### config.mk
export PLATFORM = sky130hd
export DESIGN_NAME = disp_irq_regs
export DESIGN_NICKNAME = d
export VERILOG_FILES = /design/src/rtl/disp_irq_pkg.sv /design/src/rtl/disp_irq_status.sv /design/src/rtl/disp_irq_mask.sv /design/src/rtl/disp_irq_line.sv /design/src/rtl/disp_irq_regs.sv
export SDC_FILE = /design/constraint.sdc
export NUM_CORES = 1
export LEC_CHECK = 0
export ABC_AREA = 1
export BUFFER_PORTS_ARGS = -buffer_cell sky130_fd_sc_hd__buf_4
export CORE_UTILIZATION = 41
export CTS_BUF_LIST = sky130_fd_sc_hd__clkbuf_4
export CTS_CLUSTER_SIZE = 28
export DETAILED_ROUTE_END_ITERATION = 16
export GPL_ROUTABILITY_DRIVEN = 1
export PLACE_DENSITY = 0.82
export SLEW_MARGIN = 20
export SYNTH_ARGS = -nofsm -noshare
export SYNTH_HDL_FRONTEND = slang
export SYNTH_SLANG_ARGS = --single-unit
### constraint.sdc
create_clock -name clk_i -period 1.2 [get_ports clk_i]
set_clock_uncertainty 0.15 [all_clocks]
set_input_delay 0.12 -clock clk_i [delete_from_list [all_inputs] [get_ports clk_i]]
set_output_delay 0.12 -clock clk_i [all_outputs]
set_load 0.03 [all_outputs]
### src/rtl/disp_irq_pkg.sv
package disp_irq_pkg;
  localparam int DATA_W = 32;
  localparam int ADDR_W = 8;
  localparam int STAT_W = 10;
  localparam int CLK_W  = 3;

  localparam int B_SYNC  = 2;
  localparam int B_UFLOW = 5;
  localparam int B_PAL   = 6;
  localparam int B_EOF0  = 8;
  localparam int B_EOF1  = 9;

  localparam logic [STAT_W-1:0] IMPL_MASK =
    STAT_W'((1 << B_SYNC) | (1 << B_UFLOW) | (1 << B_PAL) | (1 << B_EOF0) | (1 << B_EOF1));

  typedef enum logic [ADDR_W-1:0] {
    OFS_ID     = 8'h00,
    OFS_RAW    = 8'h58,
    OFS_MSK    = 8'h5C,
    OFS_EN_SET = 8'h60,
    OFS_EN_CLR = 8'h64,
    OFS_EOI    = 8'h68,
    OFS_CLK    = 8'h6C
  } reg_ofs_e;
endpackage

### src/rtl/disp_irq_status.sv
module disp_irq_status
  import disp_irq_pkg::*;
(
  input  logic              clk_i,
  input  logic              rst_ni,
  input  logic [STAT_W-1:0] ev_i,
  input  logic [STAT_W-1:0] clr_i,
  output logic [STAT_W-1:0] raw_o
);
  for (genvar b = 0; b < STAT_W; b++) begin : g_bit
    if (IMPL_MASK[b]) begin : g_impl
      logic bit_q;
      always_ff @(posedge clk_i or negedge rst_ni) begin
        if (!rst_ni) bit_q <= 1'b0;
        else         bit_q <= ev_i[b] | (bit_q & ~clr_i[b]); // event beats clear
      end
      assign raw_o[b] = bit_q;
    end else begin : g_none
      assign raw_o[b] = 1'b0;
    end
  end
endmodule

### src/rtl/disp_irq_mask.sv
module disp_irq_mask
  import disp_irq_pkg::*;
(
  input  logic              clk_i,
  input  logic              rst_ni,
  input  logic              set_i,
  input  logic              clr_i,
  input  logic [STAT_W-1:0] bits_i,
  output logic [STAT_W-1:0] mask_o
);
  logic [STAT_W-1:0] mask_q;
  logic [STAT_W-1:0] sel;

  assign sel = bits_i & IMPL_MASK;

  always_ff @(posedge clk_i or negedge rst_ni) begin
    if (!rst_ni)    mask_q <= '0;
    else if (set_i) mask_q <= mask_q | sel;
    else if (clr_i) mask_q <= mask_q & ~sel;
  end

  assign mask_o = mask_q;
endmodule

### src/rtl/disp_irq_line.sv
module disp_irq_line (
  input  logic clk_i,
  input  logic rst_ni,
  input  logic pend_i,
  input  logic eoi_i,
  output logic irq_o,
  output logic armed_o
);
  logic armed_q;
  logic seen_q;

  assign irq_o = armed_q & pend_i;

  always_ff @(posedge clk_i or negedge rst_ni) begin
    if (!rst_ni) begin
      armed_q <= 1'b1;
      seen_q  <= 1'b0;
    end else if (eoi_i) begin
      armed_q <= 1'b1;
      seen_q  <= 1'b0;
    end else begin
      if (irq_o) seen_q <= 1'b1;
      // line has fired and drained: hold off until end-of-interrupt
      if (seen_q && !pend_i) armed_q <= 1'b0;
    end
  end

  assign armed_o = armed_q;
endmodule

### src/rtl/disp_irq_regs.sv
module disp_irq_regs
  import disp_irq_pkg::*;
#(
  parameter logic [DATA_W-1:0] ID_VALUE = 32'h4F20_0800
) (
  input  logic              clk_i,
  input  logic              rst_ni,
  input  logic              ev_eof0_i,
  input  logic              ev_eof1_i,
  input  logic              ev_underflow_i,
  input  logic              ev_sync_lost_i,
  input  logic              ev_pal_done_i,
  input  logic              reg_valid_i,
  input  logic              reg_write_i,
  input  logic [ADDR_W-1:0] reg_addr_i,
  input  logic [DATA_W-1:0] reg_wdata_i,
  output logic [DATA_W-1:0] reg_rdata_o,
  output logic              irq_o,
  output logic [CLK_W-1:0]  clk_en_o
);
  logic [STAT_W-1:0] ev_vec;
  logic [STAT_W-1:0] raw_q;
  logic [STAT_W-1:0] mask_q;
  logic [STAT_W-1:0] masked;
  logic [STAT_W-1:0] stat_clr;
  logic [CLK_W-1:0]  clk_q;
  logic [DATA_W-1:0] rd_mux;
  logic [DATA_W-1:0] rdata_q;
  logic              wr, rd;
  logic              wr_msk, wr_set, wr_clr, wr_eoi, wr_clk;
  logic              armed;

  always_comb begin
    ev_vec          = '0;
    ev_vec[B_SYNC]  = ev_sync_lost_i;
    ev_vec[B_UFLOW] = ev_underflow_i;
    ev_vec[B_PAL]   = ev_pal_done_i;
    ev_vec[B_EOF0]  = ev_eof0_i;
    ev_vec[B_EOF1]  = ev_eof1_i;
  end

  assign wr     = reg_valid_i &  reg_write_i;
  assign rd     = reg_valid_i & ~reg_write_i;
  assign wr_msk = wr && (reg_addr_i == OFS_MSK);
  assign wr_set = wr && (reg_addr_i == OFS_EN_SET);
  assign wr_clr = wr && (reg_addr_i == OFS_EN_CLR);
  assign wr_eoi = wr && (reg_addr_i == OFS_EOI);
  assign wr_clk = wr && (reg_addr_i == OFS_CLK);

  assign stat_clr = wr_msk ? reg_wdata_i[STAT_W-1:0] : '0;

  disp_irq_status u_status (
    .clk_i (clk_i),
    .rst_ni(rst_ni),
    .ev_i  (ev_vec),
    .clr_i (stat_clr),
    .raw_o (raw_q)
  );

  disp_irq_mask u_mask (
    .clk_i (clk_i),
    .rst_ni(rst_ni),
    .set_i (wr_set),
    .clr_i (wr_clr),
    .bits_i(reg_wdata_i[STAT_W-1:0]),
    .mask_o(mask_q)
  );

  assign masked = raw_q & mask_q;

  disp_irq_line u_line (
    .clk_i  (clk_i),
    .rst_ni (rst_ni),
    .pend_i (|masked),
    .eoi_i  (wr_eoi),
    .irq_o  (irq_o),
    .armed_o(armed)
  );

  always_ff @(posedge clk_i or negedge rst_ni) begin
    if (!rst_ni)     clk_q <= '0;
    else if (wr_clk) clk_q <= reg_wdata_i[CLK_W-1:0];
  end
  assign clk_en_o = clk_q;

  always_comb begin
    rd_mux = '0;
    unique case (reg_addr_i)
      OFS_ID:                 rd_mux = ID_VALUE;
      OFS_RAW:                rd_mux = DATA_W'(raw_q);
      OFS_MSK:                rd_mux = DATA_W'(masked);
      OFS_EN_SET, OFS_EN_CLR: rd_mux = DATA_W'(mask_q);
      OFS_CLK:                rd_mux = DATA_W'(clk_q);
      default:                rd_mux = '0;
    endcase
  end

  always_ff @(posedge clk_i or negedge rst_ni) begin
    if (!rst_ni) rdata_q <= '0;
    else if (rd) rdata_q <= rd_mux;
  end
  assign reg_rdata_o = rdata_q;
endmodule

* After elaboration in Yosys (flattened, before gate mapping)
Cells that the tools add are included.
Storage, ports and cells: bits of input ports 49, bits in registers 52, output and inout port bits 36
Cells by class: muxes and demuxes 8, bitwise logic cells 23, equal/unequal tests 6, reduce and logical (&&, ||, !) cells 13
Operator list (count):
- one-hot mux 31 bit (5 select lines) | 1
- equality test 8 x 7 -> 1 bit (second input constant) | 6
- two-way mux 10 bit | 3
- bitwise AND 10 bit | 2
- inverter 10 bit | 1
- bitwise OR 10 bit | 1
- OR reduction 10 bit | 1
- bitwise AND 1 bit | 8
- zero test 8 bit | 1
- logical AND 1 bit | 6
- inverter 1 bit | 6
- nonzero test 2 bit | 3
- bitwise OR 1 bit | 5
- two-way mux 1 bit | 4
- OR reduction 2 bit | 1
- zero test 1 bit | 1

* Depth between registers and ports, before layout
depth in word-level cells 6, mapped depth 8

* Modules after synthesis
Synthesis repeated with hierarchy kept, for this count alone.
Unflattened totals: cells, all modules 272, area total of the unflattened synthesis 1935.6 um^2
By module, submodules not included:
- disp_irq_regs | times used 1, cells each 196, area each 1328.8 um^2, sequential area each 350.3 um^2
- disp_irq_status | times used 1, cells each 36, area each 279.0 um^2, sequential area each 125.1 um^2
- disp_irq_mask | times used 1, cells each 31, area each 241.5 um^2, sequential area each 125.1 um^2
- disp_irq_line | times used 1, cells each 9, area each 86.3 um^2, sequential area each 51.3 um^2

* Least setup slack after synthesis
OpenSTA, ideal clock, no wires.
kind flip-flop to output port, from register u_status.g_bit[9].g_impl.bit_q, to output port irq_o, data required time 0.930 ns, stages on the path, launching flop included 5, data arrival time 0.936 ns, path slack -0.006 ns, buffers on the path 0, cell sequence dfrtp_1 > nand2_1 > nand3_1 > o21ai_0 > inv_1
Between the ends: cells in the longest elaborated chain, start to end 3
RTL lines:
- from (decl) | line disp_irq_status.sv:12 | logic bit_q;
- from (signal assigned) | line disp_irq_status.sv:15 | else bit_q <= ev_i[b] | (bit_q & ~clr_i[b]);
- bitwise AND 10 bit | line disp_irq_regs.sv:69 | assign masked = raw_q & mask_q;
- OR reduction 10 bit | line disp_irq_regs.sv:74 | .pend_i (|masked),
- bitwise AND 1 bit | line disp_irq_line.sv:12 | assign irq_o = armed_q & pend_i;
- to (decl) | line disp_irq_regs.sv:18 | output logic irq_o,
No other way between the ends.

* Final worst setup path
from register u_status.g_bit[5].g_impl.bit_q, to output port irq_o
Between the ends: cells in the longest elaborated chain, start to end 3
RTL lines (line):
- from (decl) | disp_irq_status.sv:12
- from (signal assigned) | disp_irq_status.sv:15
- bitwise AND 10 bit | disp_irq_regs.sv:69
- OR reduction 10 bit | disp_irq_regs.sv:74
- bitwise AND 1 bit | disp_irq_line.sv:12
No other way between the ends.

==> metrics.yaml <==
status:
  status: "finished with violations"
  violations: "setup timing"
routing:
  dr.pass1.iters: 4
  wl_per_cell_um: 10.6
  drt_wl_total_mm: 3.57
  avgViaCountPerCell: 4.41
  vias: 1485
  antenna_left: 0
  drtIter0Drc: 58
  drc: 0
layout:
  fin_nets: 341
  antenna_cells: 0
  layout-area-overhead-vs-synth_pct: 53.8
  finalNonFillerCells: 337
  design_area_mm2: 0.00229
  drive_gt1_share_pct: 37.8
min_path:
  hp-class: "in -> reg"
  whs_path_depth: 4
grt:
  grt_max_degree: 24
  grt_pass1_vias: 1394
  grt_pass1_wl_mm: 6.02
  grt_antenna_before_repair: 0
  overflow: 0
  grt_usage_pct: 19.5
power_and_ir_drop:
  clkPwrFrac_pct: 23.3
  netSwitchingFraction_pct: 30.6
  p_per_area_mw_per_mm2: 677
  p_sw_uw: 474
  p_int_mw: 1.07
  peakVddDrop_uv: 673
  p_leak_nw: 1.29
  seqPwrFrac_pct: 51.5
  p_comb_share_pct: 25.2
  total_power_mw: 1.55
cts:
  cts_sinks: 23
  clock_latency_ns: 0.32
  h-tree-depth: 1
  clockRootBuffer: "clkbuf_4"
  clk_pin_slew_worst_paths_ns: 0.13
  clockBufferDepth: 2
  cts_buffers: 3
  cts_tree: "built"
yosys:
  synth_top_family_by_area: "simple AND/OR/NAND/NOR gates"
  synthCells: 203
  yosys.area_share.simple_pct: 35.9
  synth_cell_types: 21
  avgSynthCellArea_um2: 7.33
  ys_ff_latch: 23
  syn-cell-area_mm2: 0.00149
  synth-xor-area-share_pct: 0
  yosys_warnings: 0
  synth_compound_area_share_pct: 4.87
  synth.area.mux_share_pct: 0
  synth_fa_ha_area_share_pct: 0
  seq_area_frac_synth_pct: 38.7
place:
  port_buffers: 41
  place_hpwl_mm: 2.47
  gp_congestion: 0.876
  dp.cells: 304
  dpl_cell_area_mm2: 0.00190
  place_ws_ns: -0.109
setup_path:
  worstSetupStartpointType: "flop"
  cp_data_arrival_time_ns: 1.23
  crit_required_ns: 0.93
  path_class: "reg -> out"
  crit_fanout: 2
  end_kind: "output port"
  reg2reg_depth: 11
timing:
  rsz0062_at_grt: "yes"
  hold_ws_ns: 0.0638
  layout_setup_ws_ns: -0.301
  clock.fmax_mhz: 666
  fin_crit_ns: 1.50
  setup_viol: 10
  period_share_pct: 125
  hold_viol: 0
  finalMaxSlewViolations: 0
floorplan:
  rows: 21
  ios: 85
  fp.dieH_um: 62.3
  die_area_mm2: 0.00388
  core_area_mm2: 0.00342
  die_w_um: 62.3
  initial_core_util_pct: 43.6
job:
  drv_cap: 0
[layer usage]
layer	GRT usage [%]	share of wire (%)
met3	4.41	4.8
met2	35.6	54
met5	0	0
met1	22.8	41
met4	4.94	0.59
[cell type report]
class,instances,area [µm²]
sequential,23,578
clock buffer,3,22.5
fill,307,1130
clock inverter,1,5.00
tap,46,57.6
timing repair buffer,92,800
inverter,31,116
multi-input combinational,141,711
[worst max-delay path, stage by stage (launching register included)]
cell	delay, ns
dfrtp_1	0.41
nand2_1	0.07
nand3_1	0.09
o21ai_2	0.18
inv_2	0.05
buf_6	0.13
[final timing paths]
path	startpoint	to	slack, ns
max	u_status.g_bit[5].g_impl.bit_q	irq_o	-0.30
min	reg_addr_i[2]	reg_rdata_o[27]	0.06
max reg2reg	u_status.g_bit[9].g_impl.bit_q	reg_rdata_o[9]	-0.21
min reg2reg	reg_rdata_o[9]	reg_rdata_o[9]	0.35
max in group asynchronous	rst_ni	u_line.armed_o	0.55
min in group asynchronous	rst_ni	reg_rdata_o[9]	0.07
[cells by family after synthesis]
family / Yosys count
compound gates: 13
buf+inv: 56
flops: 23
other cells: 1
simple gates: 110
[layout by cell type, fill, tap and decap left out, types with 2 or more instances in the layout]
| cell type | instances |
|---|---|
| a21boi_2 | 3 |
| buf_4 | 58 |
| buf_6 | 19 |
| clkbuf_4 | 3 |
| conb_1 | 18 |
| dfrtp_1 | 21 |
| dlygate4sd3_1 | 15 |
| inv_1 | 25 |
| inv_2 | 6 |
| nand2_1 | 62 |
| nand2_2 | 3 |
| nand2_4 | 2 |
| nand3_1 | 26 |
| nand3_2 | 2 |
| nand4_1 | 2 |
| nor2_1 | 5 |
| nor2_4 | 5 |
| o21ai_1 | 4 |
| o21ai_2 | 3 |
[power by group through the flow]
stage	logic (mW)	registers, mW	clock network, mW
after floorplan	0.208	0.823	0
after global placement	0.309	0.811	0
after detailed placement	0.313	0.812	0
after CTS	0.372	0.798	0.376
after global routing	0.422	0.801	0.412
final	0.390	0.798	0.361
[through the flow]
stage               setup TNS [ns]  util, %
CTS                          -1.14     64.2
floorplan                        0        -
finish                      -0.955     67.0
global route                 -1.61     67.0
detailed placement          -0.413     55.6
global placement            -0.234     55.6
[synthesized netlist by cell type (all sizes together)]
| cell type | instances | area share [%] |
|---|---|---|
| dfrtp | 22 | 37 |
| o21ai | 8 | 2.7 |
| nor2 | 12 | 6.8 |
| inv | 31 | 7.8 |
| buf | 25 | 12 |
| nand3 | 28 | 9.4 |
| dfstp | 1 | 1.8 |
| a21oi | 2 | 0.67 |
| or2 | 1 | 0.42 |
| nand2 | 67 | 18 |
| a21boi | 3 | 1.5 |
| conb | 1 | 0.25 |
| nand4 | 2 | 0.84 |
[timing repair]
item,in CTS,in global routing
hold buffers,15,0
hold endpoints to repair,37,0
pin swaps,7,12
setup endpoints to repair,12,22
resized for setup,23,18
buffers inserted,7,9
gates cloned,0,0
Note: power is estimated with default switching activity, not from simulation.
